File: src/rtl/wake_agg.sv
module wake_agg #(
  parameter int NGPIO = 45,
  parameter int DW    = 32,
  parameter int AW    = 3
) (
  input  logic             clk,
  input  logic             rst_n,
  input  logic [NGPIO-1:0] gpio_i,
  input  logic             tmr_req_i,
  input  logic [14:0]      ext_req_i,
  input  logic             reg_we,
  input  logic [AW-1:0]    reg_addr,
  input  logic [DW-1:0]    reg_wdata,
  output logic [DW-1:0]    reg_rdata,
  output logic [17:0]      status_o,
  output logic             wake_o,
  output logic             wake_fast_o
);
  localparam int NSRC = 18;
  localparam int GHI  = NGPIO - DW;
  localparam int WDT  = NSRC - 1;

  logic [NGPIO-1:0] g1, g2, amask, omask;
  logic [15:0]      s1, s2;
  logic [NSRC-1:0]  en_q, type_q, pend;
  logic             and_hit, or_hit, clr_t, clr_w;

  always_ff @(posedge clk or negedge rst_n)
    if (!rst_n) begin
      g1 <= '0; g2 <= '0; s1 <= '0; s2 <= '0;
    end else begin
      g1 <= gpio_i;                g2 <= g1;
      s1 <= {ext_req_i, tmr_req_i}; s2 <= s1;
    end

  assign and_hit = (|amask) & (&(g2 | ~amask));
  assign or_hit  = |(g2 & omask);
  assign clr_t   = reg_we && reg_addr == AW'(6) && reg_wdata[0];
  assign clr_w   = reg_we && reg_addr == AW'(6) && reg_wdata[1];

  always_ff @(posedge clk or negedge rst_n)
    if (!rst_n) begin
      en_q   <= '0;
      type_q <= '0;
      amask  <= '1;
      omask  <= '1;
    end else if (reg_we) begin
      case (reg_addr)
        AW'(0): en_q   <= reg_wdata[NSRC-1:0];
        AW'(1): type_q <= reg_wdata[NSRC-1:0];
        AW'(2): amask[DW-1:0]     <= reg_wdata;
        AW'(3): amask[NGPIO-1:DW] <= reg_wdata[GHI-1:0];
        AW'(4): omask[DW-1:0]     <= reg_wdata;
        AW'(5): omask[NGPIO-1:DW] <= reg_wdata[GHI-1:0];
        default: ;
      endcase
    end

  always_ff @(posedge clk or negedge rst_n)
    if (!rst_n) pend <= '0;
    else begin
      pend[0]          <= (pend[0] & ~clr_t) | s2[0];
      pend[1]          <= and_hit;
      pend[2]          <= or_hit;
      pend[WDT-1:3]    <= s2[14:1];
      pend[WDT]        <= (pend[WDT] & ~clr_w) | s2[15];
    end

  always_comb begin
    reg_rdata = '0;
    case (reg_addr)
      AW'(0): reg_rdata[NSRC-1:0] = en_q;
      AW'(1): reg_rdata[NSRC-1:0] = type_q;
      AW'(2): reg_rdata           = amask[DW-1:0];
      AW'(3): reg_rdata[GHI-1:0]  = amask[NGPIO-1:DW];
      AW'(4): reg_rdata           = omask[DW-1:0];
      AW'(5): reg_rdata[GHI-1:0]  = omask[NGPIO-1:DW];
      AW'(7): reg_rdata[NSRC-1:0] = pend;
      default: ;
    endcase
  end

  assign status_o    = pend;
  assign wake_o      = |(pend & en_q);
  assign wake_fast_o = wake_o & (&(~(pend & en_q) | type_q));

  // timer request holds until cleared
  a_r7_timer_sticky: assert property (@(posedge clk) disable iff (!rst_n)
    (status_o[0] && !clr_t) |=> status_o[0]);
  // watchdog request holds until cleared
  a_r8_wdt_sticky: assert property (@(posedge clk) disable iff (!rst_n)
    (status_o[WDT] && !clr_w) |=> status_o[WDT]);
  // empty AND selection never pends
  a_r4_and_empty: assert property (@(posedge clk) disable iff (!rst_n)
    (amask == '0) |=> !status_o[1]);
  // a selected high GPIO makes the OR group pend
  a_r5_or_hit: assert property (@(posedge clk) disable iff (!rst_n)
    (|(g2 & omask)) |=> status_o[2]);
  // fast type only with a wake event
  a_r6_fast_needs_wake: assert property (@(posedge clk) disable iff (!rst_n)
    wake_fast_o |-> wake_o);
  // reset state of masks on release
  a_r3_reset_masks: assert property (@(posedge clk) disable iff (!rst_n)
    $rose(rst_n) |-> (en_q == '0 && amask == '1 && omask == '1));
endmodule

File: config.mk
export PLATFORM = sky130hd
export DESIGN_NAME = wake_agg
export DESIGN_NICKNAME = d
export VERILOG_FILES = /design/src/rtl/wake_agg.sv
export SDC_FILE = /design/constraint.sdc
export NUM_CORES = 1
export LEC_CHECK = 0
export ABC_AREA = 1
export BUFFER_PORTS_ARGS = -buffer_cell sky130_fd_sc_hd__clkbuf_2
export CAP_MARGIN = 15
export CELL_PAD_IN_SITES_DETAIL_PLACEMENT = 0
export CELL_PAD_IN_SITES_GLOBAL_PLACEMENT = 1
export CORE_MARGIN = 1
export CORE_UTILIZATION = 30
export DETAILED_ROUTE_END_ITERATION = 10
export PLACE_DENSITY = 0.57
export SLEW_MARGIN = 10
export SYNTH_ARGS = -nofsm -noshare
export SYNTH_HDL_FRONTEND = slang
export SYNTH_SLANG_ARGS = --single-unit
File: constraint.sdc
create_clock -name clk -period 1.1 [get_ports clk]
set_input_delay 0.055 -clock clk [delete_from_list [all_inputs] [get_ports clk]]
set_output_delay 0.055 -clock clk [all_outputs]
set_load 0.01 [all_outputs]
Yosys cells after proc, flatten, opt, wreduce, memory -nomap -nowiden
Index checks and enable logic that the tools add are counted.
{"block": "totals", "regBits": 266, "in_bits": 99, "out_inout_bits": 52, "word_cells": 50}
{"block": "op_classes", "eq_ne": 7, "mux": 3, "bitwise_logic": 14, "reduce_logical": 15}
{"op": "$pmux W13 S7", "n": 1}
{"op": "$reduce_or A45 Y1", "n": 2}
{"op": "$and A45 B45 Y45", "n": 1}
{"op": "$not A45 Y45", "n": 1}
{"op": "$or A45 B45 Y45", "n": 1}
{"op": "$reduce_and A45 Y1", "n": 1}
{"op": "$pmux W14 S2", "n": 1}
{"op": "$pmux W5 S5", "n": 1}
{"op": "$and A18 B18 Y18", "n": 1}
{"op": "$not A18 Y18", "n": 1}
{"op": "$or A18 B18 Y18", "n": 1}
{"op": "$reduce_and A18 Y1", "n": 1}
{"op": "$reduce_or A18 Y1", "n": 1}
{"op": "$eq A3 B3 Y1 const B", "n": 4}
{"op": "$reduce_and A2 Y1", "n": 6}
{"op": "$eq A3 B2 Y1 const B", "n": 2}
{"op": "$and A1 B1 Y1", "n": 4}
{"op": "$eq A3 B1 Y1 const B", "n": 1}
{"op": "$logic_and A1 B1 Y1", "n": 3}
{"op": "$logic_not A3 Y1", "n": 1}
{"op": "$not A1 Y1", "n": 2}
{"op": "$or A1 B1 Y1", "n": 2}

Logic depth before layout (Yosys ltp)
Gate-level depths: netlist of run 1.
{"block": "logic_depth", "word_depth": 6, "depth_mapped": 9, "depth_no_buf": 8}

Worst setup path after synthesis of run 1
No wires, ideal clock.
{"block": "synth_path", "path_kind": "reg-to-output", "start": "register pend[0] (netlist: status_o[0])", "end": "output port wake_o", "arrival_ns": 1.019, "required_ns": 1.045, "path_slack_ns": 0.026, "stages_incl_launch_ff": 6, "n_path_buf": 0, "path_cell_list": "dfrtp_1 > nand2_1 > nand2_1 > nor2_1 > nand3_1 > or2_2"}
{"block": "synth_between", "elab_chain_len": 2}
{"item": "start, declared", "line": "25", "source": "logic [NSRC-1:0] en_q, type_q, pend;"}
{"item": "start signal, assigned", "line": "62", "source": "pend[0] <= (pend[0] & ~clr_t) | s2[0];"}
{"item": "start signal, assigned by index", "line": "65", "source": "pend[WDT-1:3] <= s2[14:1];"}
{"item": "start signal, assigned by index", "line": "66", "source": "pend[WDT] <= (pend[WDT] & ~clr_w) | s2[15];"}
{"item": "$and A18 B18 Y18", "line": "84", "source": "assign wake_o = |(pend & en_q);"}
{"item": "$reduce_or A18 Y1", "line": "84"}
{"item": "end, declared", "line": "16", "source": "output logic wake_o,"}
No other way between the ends.

Final worst setup path of run 1
{"block": "layout_path", "start": "register pend[17] (netlist: status_o[17])", "end": "output port wake_fast_o"}
{"block": "layout_between", "elab_chain_len": 5, "elab_cells_between_ends": 6, "classes_between": "bitwise: 4; reduce/logical: 2"}
{"item": "$and A18 B18 Y18 (*)", "line": "84, 85"}
{"item": "$not A18 Y18", "line": "85", "source": "assign wake_fast_o = wake_o & (&(~(pend & en_q) | type_q));"}
{"item": "$or A18 B18 Y18", "line": "85"}
{"item": "$reduce_and A18 Y1", "line": "85"}
{"item": "$and A1 B1 Y1 (*)", "line": "85"}
{"item": "end, declared", "line": "17", "source": "output logic wake_fast_o"}
Every way passes the cells marked *; elsewhere a longest branch is shown, timed or not.

==> flow_metrics.py, run 1 <==
metrics = {
    "status": {
        "run_status": "finished, violations left",
        "failed_checks": "negative hold slack, negative setup slack",
    },
    "clocking": {
        "ctsHtreeMaxLevel": 1,
        "clock_tree.buffer_depth": 3,
        "numClockSinks": 266,
        "clk-insertion-delay-late_ps": 590,
        "cts_made_buffers": 31,
        "tritoncts": "built",
        "clkTransAtPathRegs_ps": 60,
        "cts_hold_buf": 97,
        "clk_root_buffer_cell": "clkbuf_16",
    },
    "drt": {
        "routed_wl_um": 35600,
        "wl_met1_um": 17200,
        "wl_met3_um": 1400,
        "detailedRoute.firstPassIterationCount": 5,
        "vias_per_cell": 4.37,
        "drtAntennaViolNets": 0,
        "met2WireLength_um": 16400,
        "first_drt_iteration_drcs": 477,
        "dr.max_layer_used": "met4",
        "route.vias.total": 8866,
        "wl_per_cell_um": 17.5,
        "drc": 0,
    },
    "setup_path": {
        "critical-path-max-stage-delay_ps": 450,
        "cp_data_arrival_time_ps": 1780,
        "critical_path_required_ps": 1040,
        "path_buf_inv": 1,
        "crit_slowest_cell": "dfrtp_2",
        "worst_setup_path_end_kind": "primary output",
        "timing_worst_setup_path_type": "reg -> out",
        "setup.worst_path.start_class": "register",
        "critical-path-top-delay-family": "simple AND/OR/NAND/NOR gates",
        "timing.critical_path.cells": "nand3_1, o21ai_0, nor3_2, nand2_1, nor2_1, buf_2",
        "worst-path-max-fanout": 4,
    },
    "floorplanning": {
        "core_mm2": 0.0355,
        "start_util_pct": 30.5,
        "die_area_mm2": 0.0368,
        "die_boundary_width_um": 192,
        "die_h_um": 192,
        "core.rowCount": 69,
        "number_of_primary_i_o_pins": 151,
    },
    "timing": {
        "slew_headroom_pct": 72.5,
        "final_hold_viol_count": 18,
        "fraction_of_the_cycle_the_final_worst_path_needs_pct": 167,
        "max_freq_mhz": 544,
        "timing_worst_slew_pin_value_ps": 412,
        "tns_ps": -21910,
        "final.setup_skew_ps": 20.8,
        "max_transition_viols_final": 0,
        "period_needed_ps": 1840,
        "finalSetupViolCount": 54,
        "worst_hold_slack_ps": -95.7,
        "minimum_setup_slack_in_the_final_design_ps": -738,
        "grt_setup_unrepaired": "yes",
    },
    "synthesis": {
        "synth.ff_latch_count": 266,
        "ys.warnings.count": 0,
        "synth.net_count": 1208,
        "synthCells": 1109,
        "synth-seq-area-share_pct": 62.6,
        "synth_enable_flop_cells": 0,
        "synth_top_flop_cell": "dfrtp_1",
        "synthesis.area_per_instance_um2": 9.75,
        "synthArstFlopShare_pct": 100,
        "synth.distinct_cells": 30,
        "post_synthesis_instance_area_mm2": 0.0108,
    },
    "layout": {
        "layout.cells.most_common": "nand2_1",
        "num-nets-final": 1644,
        "antenna_cells_inserted": 0,
        "syn2layout_area_growth_pct": 51.9,
        "final_core_utilization_pct": 46.3,
        "layout-drive-gt1-share_pct": 43.3,
        "layout.cells.non_filler": 2030,
        "design_area_mm2": 0.0164,
        "most-common-layout-cells": "nand2_1 (313), dfrtp_1 (175), clkbuf_2 (108)",
    },
    "placed_design": {
        "detailed_place_hpwl_um": 26300,
        "numPlacedInstances": 1840,
        "dpl-instance-area_mm2": 0.0133,
        "port_buffers": 150,
        "gp_congestion": 0.838,
        "pre_cts_ws_ps": -276,
    },
    "grt": {
        "gr-usage-all-layers_pct": 20.1,
        "antenna_violations_before_repair": 0,
        "grt_max_degree": 54,
        "grt_first_pass_wirelength_um": 55100,
        "grt_overflow_total": 0,
        "grt_pass1_vias": 9206,
    },
    "power_and_ir_drop": {
        "leakage_power_summed_over_all_cells_nw": 8.01,
        "worst_case_vdd_ir_drop_mv": 1.32,
        "p_per_area_mw_per_mm2": 1770,
        "total_power_mw": 29.1,
    },
    "worst_hold_path": {
        "hold_path_class": "in -> async",
    },
    "run": {
        "drv.max_cap_violation_count": 0,
    },
}
## area by class of cell
cell class	count	area (um2)
Tap cell	461	577
Inverter	122	460
Clock inverter	16	226
Multi-Input combinational cell	687	3700
Fill cell	3394	19100
Clock buffer	41	863
Sequential cell	266	6770
Timing Repair Buffer	437	3830
## routing by layer
metal  up-vias  track usage (%)
li1       4397                -
met1      4240             28.9
met2       198             32.0
met3        31             2.48
met4         0             4.95
met5         -                0
## cell usage after synthesis, types with 7 or more instances
master | instances | area [um2]
nand2_1 | 359 | 1350
dfrtp_1 | 176 | 4400
inv_1 | 114 | 428
dfstp_2 | 90 | 2360
nor2_1 | 82 | 308
o21ai_0 | 60 | 300
o21ai_2 | 56 | 490
o21ai_1 | 43 | 215
buf_6 | 19 | 214
nand4_1 | 18 | 113
nand3_1 | 16 | 80.1
a22oi_1 | 13 | 97.6
a21oi_1 | 10 | 50.1
buf_4 | 9 | 67.6
inv_2 | 7 | 26.3
## registers in the layout, indices dropped and copies added (netlist names)
| name | cells |
|---|---|
| type_q | 18 |
| g1 | 45 |
| s1 | 16 |
| amask | 45 |
| status_o | 18 |
| s2 | 16 |
| g2 | 45 |
| omask | 45 |
| en_q | 18 |
## path summary, 6_finish.rpt
check / from / end / slack (ps) / depth (start not counted)
worst max-delay path: status_o[17]$_DFF_PN0_ / wake_fast_o / -740 / 6
worst min-delay path: rst_n / g2[35]$_DFF_PN0_ / -100 / 2
worst max register to register: amask[23]$_DFFE_PN1P_ / status_o[1]$_DFF_PN0_ / -150 / 10
worst min register to register: s2[4]$_DFF_PN0_ / status_o[6]$_DFF_PN0_ / 340 / 0
max in group asynchronous: rst_n / g1[14]$_DFF_PN0_ / 570 / 4
min in group clk: reg_addr[0] / status_o[17]$_DFF_PN0_ / 50 / 6
## cell families after synthesis
group	count (synthesis)	synth area share, %
AND/OR/NAND/NOR	497	18.9
flip-flops	266	62.6
AO/OA/AOI/OAI	190	11.3
buffers and inverters	156	7.14
## report_power, final
part | internal [mW] | switching, mW | leakage (nW) | total, mW
clock | 6.68 | 4.20 | 0.530 | 10.9
sequential | 11.4 | 0.915 | 3.02 | 12.3
combinational | 2.94 | 2.96 | 4.46 | 5.89
## what timing repair did
item	CTS	global route
endpoints found under the hold margin	454	18
gates resized for setup	135	143
setup endpoints to repair	54	72
pin swaps	72	62
buffers inserted	48	17
Power figures use the tool's default switching activity.
==> run 2: changes to the inputs <==
GPL_TIMING_DRIVEN = 0   (was unset)
PLACE_DENSITY = 0.55   (was 0.57)
clock period = 1.75 ns   (was 1.1 ns; I/O delays follow)
==> run 2 against run 1 <==
The flow finishes with violations (design-rule violations, negative setup slack). Sequential share of layout area up 4.7 points. First-iteration DRC count is 21% higher. Power fell by 41%. Utilization is 4.7 points lower. Cell count fell by 5.6%. Critical path depth rose by 2. Via count fell by 3.7%. Largest power group unchanged.
==> flow_metrics.py, run 2 (same netlist as run 1, synthesis figures left out) <==
metrics = {
    "floorplanning": {
        "number_of_primary_i_o_pins": 151,
        "die_h_um": 192,
        "core.rowCount": 69,
        "die_boundary_width_um": 192,
        "core_mm2": 0.0355,
        "die_area_mm2": 0.0368,
        "start_util_pct": 30.5,
    },
    "worst_hold_path": {
        "hold-path-cell-count": 3,
        "hold_path_end": "amask[1]$_DFFE_PN1P_",
        "hold_path_class": "in -> reg",
        "min_from": "reg_wdata[1]",
    },
    "timing": {
        "tns_ps": -303,
        "slew_headroom_pct": 50.1,
        "finalSetupViolCount": 4,
        "minimum_setup_slack_in_the_final_design_ps": -128,
        "max_transition_viols_final": 0,
        "timing_worst_slew_pin_value_ps": 748,
        "final.setup_skew_ps": 14.9,
        "fraction_of_the_cycle_the_final_worst_path_needs_pct": 107,
        "period_needed_ps": 1880,
        "final_hold_viol_count": 0,
        "grt_setup_unrepaired": "yes",
        "max_freq_mhz": 532,
    },
    "clocking": {
        "tritoncts": "built",
        "clkTransAtPathRegs_ps": 60,
        "clk_root_buffer_cell": "clkbuf_16",
        "numClockSinks": 266,
        "clock_tree.buffer_depth": 3,
        "cts_made_buffers": 31,
        "ctsHtreeMaxLevel": 1,
        "clk-insertion-delay-late_ps": 580,
    },
    "layout": {
        "fill_cells": 3575,
        "design_area_mm2": 0.0148,
        "final_core_utilization_pct": 41.6,
        "num-nets-final": 1529,
        "layout-drive-gt1-share_pct": 34.7,
        "syn2layout_area_growth_pct": 36.5,
        "antenna_cells_inserted": 0,
        "layout.cells.most_common": "nand2_1",
        "most-common-layout-cells": "nand2_1 (339), dfrtp_1 (169), clkbuf_2 (136)",
    },
    "run": {
        "drv.max_cap_violation_count": 0,
    },
    "drt": {
        "routed_wl_um": 37100,
        "wl_per_cell_um": 19.4,
        "route.vias.total": 8538,
        "drc": 2,
        "vias_per_cell": 4.46,
        "first_drt_iteration_drcs": 575,
        "detailedRoute.firstPassIterationCount": 8,
        "drtAntennaViolNets": 0,
    },
    "placed_design": {
        "gp_congestion": 0.828,
        "detailed_place_hpwl_um": 26700,
        "port_buffers": 149,
        "pre_cts_ws_ps": -32.8,
        "dpl-instance-area_mm2": 0.0122,
    },
    "setup_path": {
        "setup.worst_path.start_class": "register",
        "crit-reg2reg-capture": "status_o[2]$_DFF_PN0_",
        "setup.reg_to_reg.worst_slack_ps": 400,
        "critical-path-max-stage-delay_ps": 430,
        "reg2regPathDepth": 6,
        "cp_data_arrival_time_ps": 1790,
        "critical_path_required_ps": 1660,
        "timing.critical_path.cells": "nand2_1, nor2_2, nor2_1, nand2_1, nor2_2, nand2_1, nor2_2, buf_2",
        "regToRegStartpoint": "g2[23]$_DFF_PN0_",
        "timing_worst_setup_path_type": "reg -> out",
        "worst-path-max-fanout": 2,
        "crit_slowest_cell": "dfrtp_2",
        "worst_setup_path_end_kind": "primary output",
    },
    "grt": {
        "grt_overflow_total": 0,
        "grt_max_degree": 95,
        "antenna_violations_before_repair": 0,
        "grt_first_pass_wirelength_um": 54800,
        "grt_pass1_vias": 8578,
        "gr-usage-all-layers_pct": 20.6,
    },
    "power_and_ir_drop": {
        "worst_case_vdd_ir_drop_mv": 0.803,
        "leakage_power_summed_over_all_cells_nw": 7.10,
        "p_per_area_mw_per_mm2": 1170,
        "total_power_mw": 17.3,
    },
    "status": {
        "run_status": "finished, violations left",
        "failed_checks": "design-rule violations, negative setup slack",
    },
}
[run 2: cell count changes in the layout (fill, tap and decap cells not counted), sizes merged]
cell	delta
clkbuf	+33
buf	-144
clkinvlp	-3
[run 2: worst max-delay path by stage]
stage | cells after the start | startpoint | to
final | 8 | status_o[11]$_DFF_PN0_ | wake_fast_o
after global routing | 8 | status_o[2]$_DFF_PN0_ | wake_fast_o
after CTS | 6 | en_q[13]$_DFFE_PN0P_ | wake_o
after detailed placement | 9 | reg_addr[1] | reg_rdata[24]
after global placement | 1 | rst_n | status_o[11]$_DFF_PN0_
after floorplan | 5 | status_o[0]$_DFF_PN0_ | wake_o
[run 2: critical path, delay by kind of cell (launching register included)]
family        cells  cell delay [ps]
simple gates      7              650
flops             1              430
buf+inv           1              140
[run 2: through the flow]
step                hold slack, ps  cells
finish                        25.6   1916
global route                  14.5   1916
CTS                           7.18   1897
detailed placement             197   1721
global placement               196   1719
floorplan                     -208   1109
[run 2: routing by layer]
metal	part of all wire, %	track usage, %
met5	0	0
met3	3.1	2.58
met2	46	32.6
met4	2.3	4.61
met1	49	29.8
[run 2: report_power, final]
group          leakage (nW)  internal (mW)  switching, mW
clock                 0.525           4.16           2.61
combinational          3.56           1.15           1.55
sequential             3.01           7.17          0.654
total                  7.10           12.5           4.81
[run 2: layout make-up]
cell class	count	area, um2	share of cell area [%]
well taps	461	577	3.91
flip-flops and latches	266	6780	45.9
inverters	122	460	3.12
clock buffers	45	868	5.88
multi-input cells	687	3450	23.4
clock inverters	13	194	1.31
repair buffers	288	2110	14.3
plain buffers	34	317	2.14
[run 2: repair_timing]
item,4_1_cts,5_1_grt
buffers inserted,22,21
pin swaps,23,28
hold endpoints to repair,240,0
setup endpoints to repair,20,25
gates resized for setup,48,52
hold buffers,96,0
==> run 3: changes to the inputs <==
==> constraint.sdc (replaced) <==
create_clock -name clk -period 1.75 [get_ports clk]
set_input_delay 0.2625 -clock clk [delete_from_list [all_inputs] [get_ports clk]]
set_output_delay 0.2625 -clock clk [all_outputs]
set_load 0.01 [all_outputs]
==> run 3 against run 2 <==
The run still ends with design-rule violations, negative setup slack left. Design area increased by 1.3%. Wire length increased by 0.19%. Count of clock-buffer cells in the layout unchanged. Non-clock buffer count increased by 7. Combinational power increased by 7.8%. Setup slack got worse by 180 ps. Sequential share of layout area decreased by 0.57 points. First-iteration DRC count increased by 17%. Critical path type unchanged. Critical endpoint unchanged. Largest cell class unchanged. Highest routed layer unchanged.
==> flow_metrics.py, run 3 (same netlist as run 1, synthesis figures left out) <==
metrics = {
    "clocking": {
        "clock_tree.buffer_depth": 3,
        "clk-insertion-delay-late_ps": 580,
        "clk_root_buffer_cell": "clkbuf_16",
        "clkTransAtPathRegs_ps": 60,
        "ctsHtreeMaxLevel": 1,
        "numClockSinks": 266,
        "tritoncts": "built",
        "cts_made_buffers": 31,
    },
    "placed_design": {
        "gp_congestion": 0.828,
        "detailed_place_hpwl_um": 26700,
        "dpl-instance-area_mm2": 0.0122,
        "pre_cts_ws_ps": -383,
        "port_buffers": 149,
    },
    "floorplanning": {
        "number_of_primary_i_o_pins": 151,
        "start_util_pct": 30.5,
        "die_boundary_width_um": 192,
        "die_h_um": 192,
        "core_mm2": 0.0355,
        "core.rowCount": 69,
        "die_area_mm2": 0.0368,
    },
    "setup_path": {
        "timing_worst_setup_path_type": "reg -> out",
        "crit_slowest_cell": "dfrtp_2",
        "critical-path-max-stage-delay_ps": 430,
        "worst-path-max-fanout": 2,
        "setup.worst_path.start_class": "register",
        "worst_setup_path_end_kind": "primary output",
        "timing.critical_path.cells": "nand2_1, nor2_2, nor2_1, nand2_1, nor2_2, nand2_1, nor2_2, buf_2",
        "cp_data_arrival_time_ps": 1800,
        "reg2regPathDepth": 8,
        "critical_path_required_ps": 1490,
    },
    "layout": {
        "layout.cells.most_common": "nand2_1",
        "antenna_cells_inserted": 0,
        "num-nets-final": 1536,
        "design_area_mm2": 0.0149,
        "layout-drive-gt1-share_pct": 38.4,
        "most-common-layout-cells": "nand2_1 (331), dfrtp_1 (169), clkbuf_2 (120)",
        "syn2layout_area_growth_pct": 38.2,
    },
    "timing": {
        "slew_headroom_pct": 49.8,
        "max_freq_mhz": 485,
        "final_hold_viol_count": 0,
        "worst_hold_slack_ps": 18.4,
        "minimum_setup_slack_in_the_final_design_ps": -312,
        "finalSetupViolCount": 19,
        "fraction_of_the_cycle_the_final_worst_path_needs_pct": 118,
        "final.setup_skew_ps": 12.8,
        "max_transition_viols_final": 0,
        "grt_setup_unrepaired": "yes",
        "period_needed_ps": 2060,
        "timing_worst_slew_pin_value_ps": 752,
    },
    "drt": {
        "wl_per_cell_um": 19.3,
        "first_drt_iteration_drcs": 670,
        "drtAntennaViolNets": 0,
        "vias_per_cell": 4.48,
        "routed_wl_um": 37200,
        "drc": 2,
        "detailedRoute.firstPassIterationCount": 8,
        "route.vias.total": 8614,
    },
    "power_and_ir_drop": {
        "leakage_power_summed_over_all_cells_nw": 7.21,
        "worst_case_vdd_ir_drop_mv": 0.805,
        "p_per_area_mw_per_mm2": 1170,
    },
    "worst_hold_path": {
        "hold_path_class": "in -> reg",
        "hold-path-cell-count": 3,
    },
    "grt": {
        "gr-usage-all-layers_pct": 20.6,
        "grt_pass1_vias": 8639,
        "grt_first_pass_wirelength_um": 54900,
        "grt_max_degree": 95,
        "antenna_violations_before_repair": 0,
        "grt_overflow_total": 0,
    },
    "status": {
        "failed_checks": "design-rule violations, negative setup slack",
        "run_status": "finished, violations left",
    },
    "run": {
        "drv.max_cap_violation_count": 0,
    },
}
## run 3: report_power, final
| part | total, mW | switching, mW | leakage [nW] | internal [mW] |
|---|---|---|---|---|
| Clock | 6.78 | 2.62 | 0.525 | 4.16 |
| Combinational | 2.91 | 1.64 | 3.67 | 1.27 |
| Sequential | 7.79 | 0.623 | 3.01 | 7.16 |
## run 3: cell type report
class                      count  area [um2]
buffer                        34         344
clock buffer                  45         868
clock inverter                13         194
fill                        3561       20500
inverter                     122         470
multi-input combinational    687        3550
sequential                   266        6780
tap                          461         577
timing repair buffer         295        2170
## run 3: critical path, delay by kind of cell (launching register included)
| kind | cells | cell delay, ps |
|---|---|---|
| buffers and inverters | 1 | 140 |
| and+or+nand+nor | 7 | 660 |
| DFF | 1 | 430 |
## run 3: worst paths after layout
check	startpoint	end	slack, ps
min in group asynchronous	rst_n	g1[6]$_DFF_PN0_	320
setup reg to reg	amask[27]$_DFFE_PN1P_	status_o[1]$_DFF_PN0_	400
max in group asynchronous	rst_n	status_o[10]$_DFF_PN0_	420
hold reg to reg	s1[4]$_DFF_PN0_	s2[4]$_DFF_PN0_	340
setup / recovery	status_o[11]$_DFF_PN0_	wake_fast_o	-310
hold / removal	reg_wdata[17]	amask[17]$_DFFE_PN1P_	20
## run 3: timing repair
item | CTS | global route
setup buffers | 43 | 26
pin swaps | 48 | 36
gates resized for setup | 93 | 82
endpoints found under the setup margin | 34 | 30
hold buffers | 79 | 0
endpoints found under the hold margin | 151 | 0
## run 3: layer usage
metal  share of wire [%]  vias to the layer above  track usage (%)  routed length, um
met5                   0                        -                0                  0
met4                 1.9                        0             4.33                709
met3                 3.5                       37             2.67               1290
met2                  46                      199             32.9              17000
met1                  49                     4205             29.8              18200
li1                    -                     4173                -                  -
## run 3: per-stage QoR
step | instances | power [mW] | setup TNS, ps | util (%)
after floorplan | 1109 | 9.01 | 0 | -
after global placement | 1719 | 10.1 | -1250140 | 34.2
after detailed placement | 1721 | 10.2 | -7190 | 34.4
after CTS | 1901 | 17.5 | -3120 | 41.2
after global routing | 1923 | 18.3 | -3910 | 42.1
final | 1923 | 17.5 | -2600 | 42.1
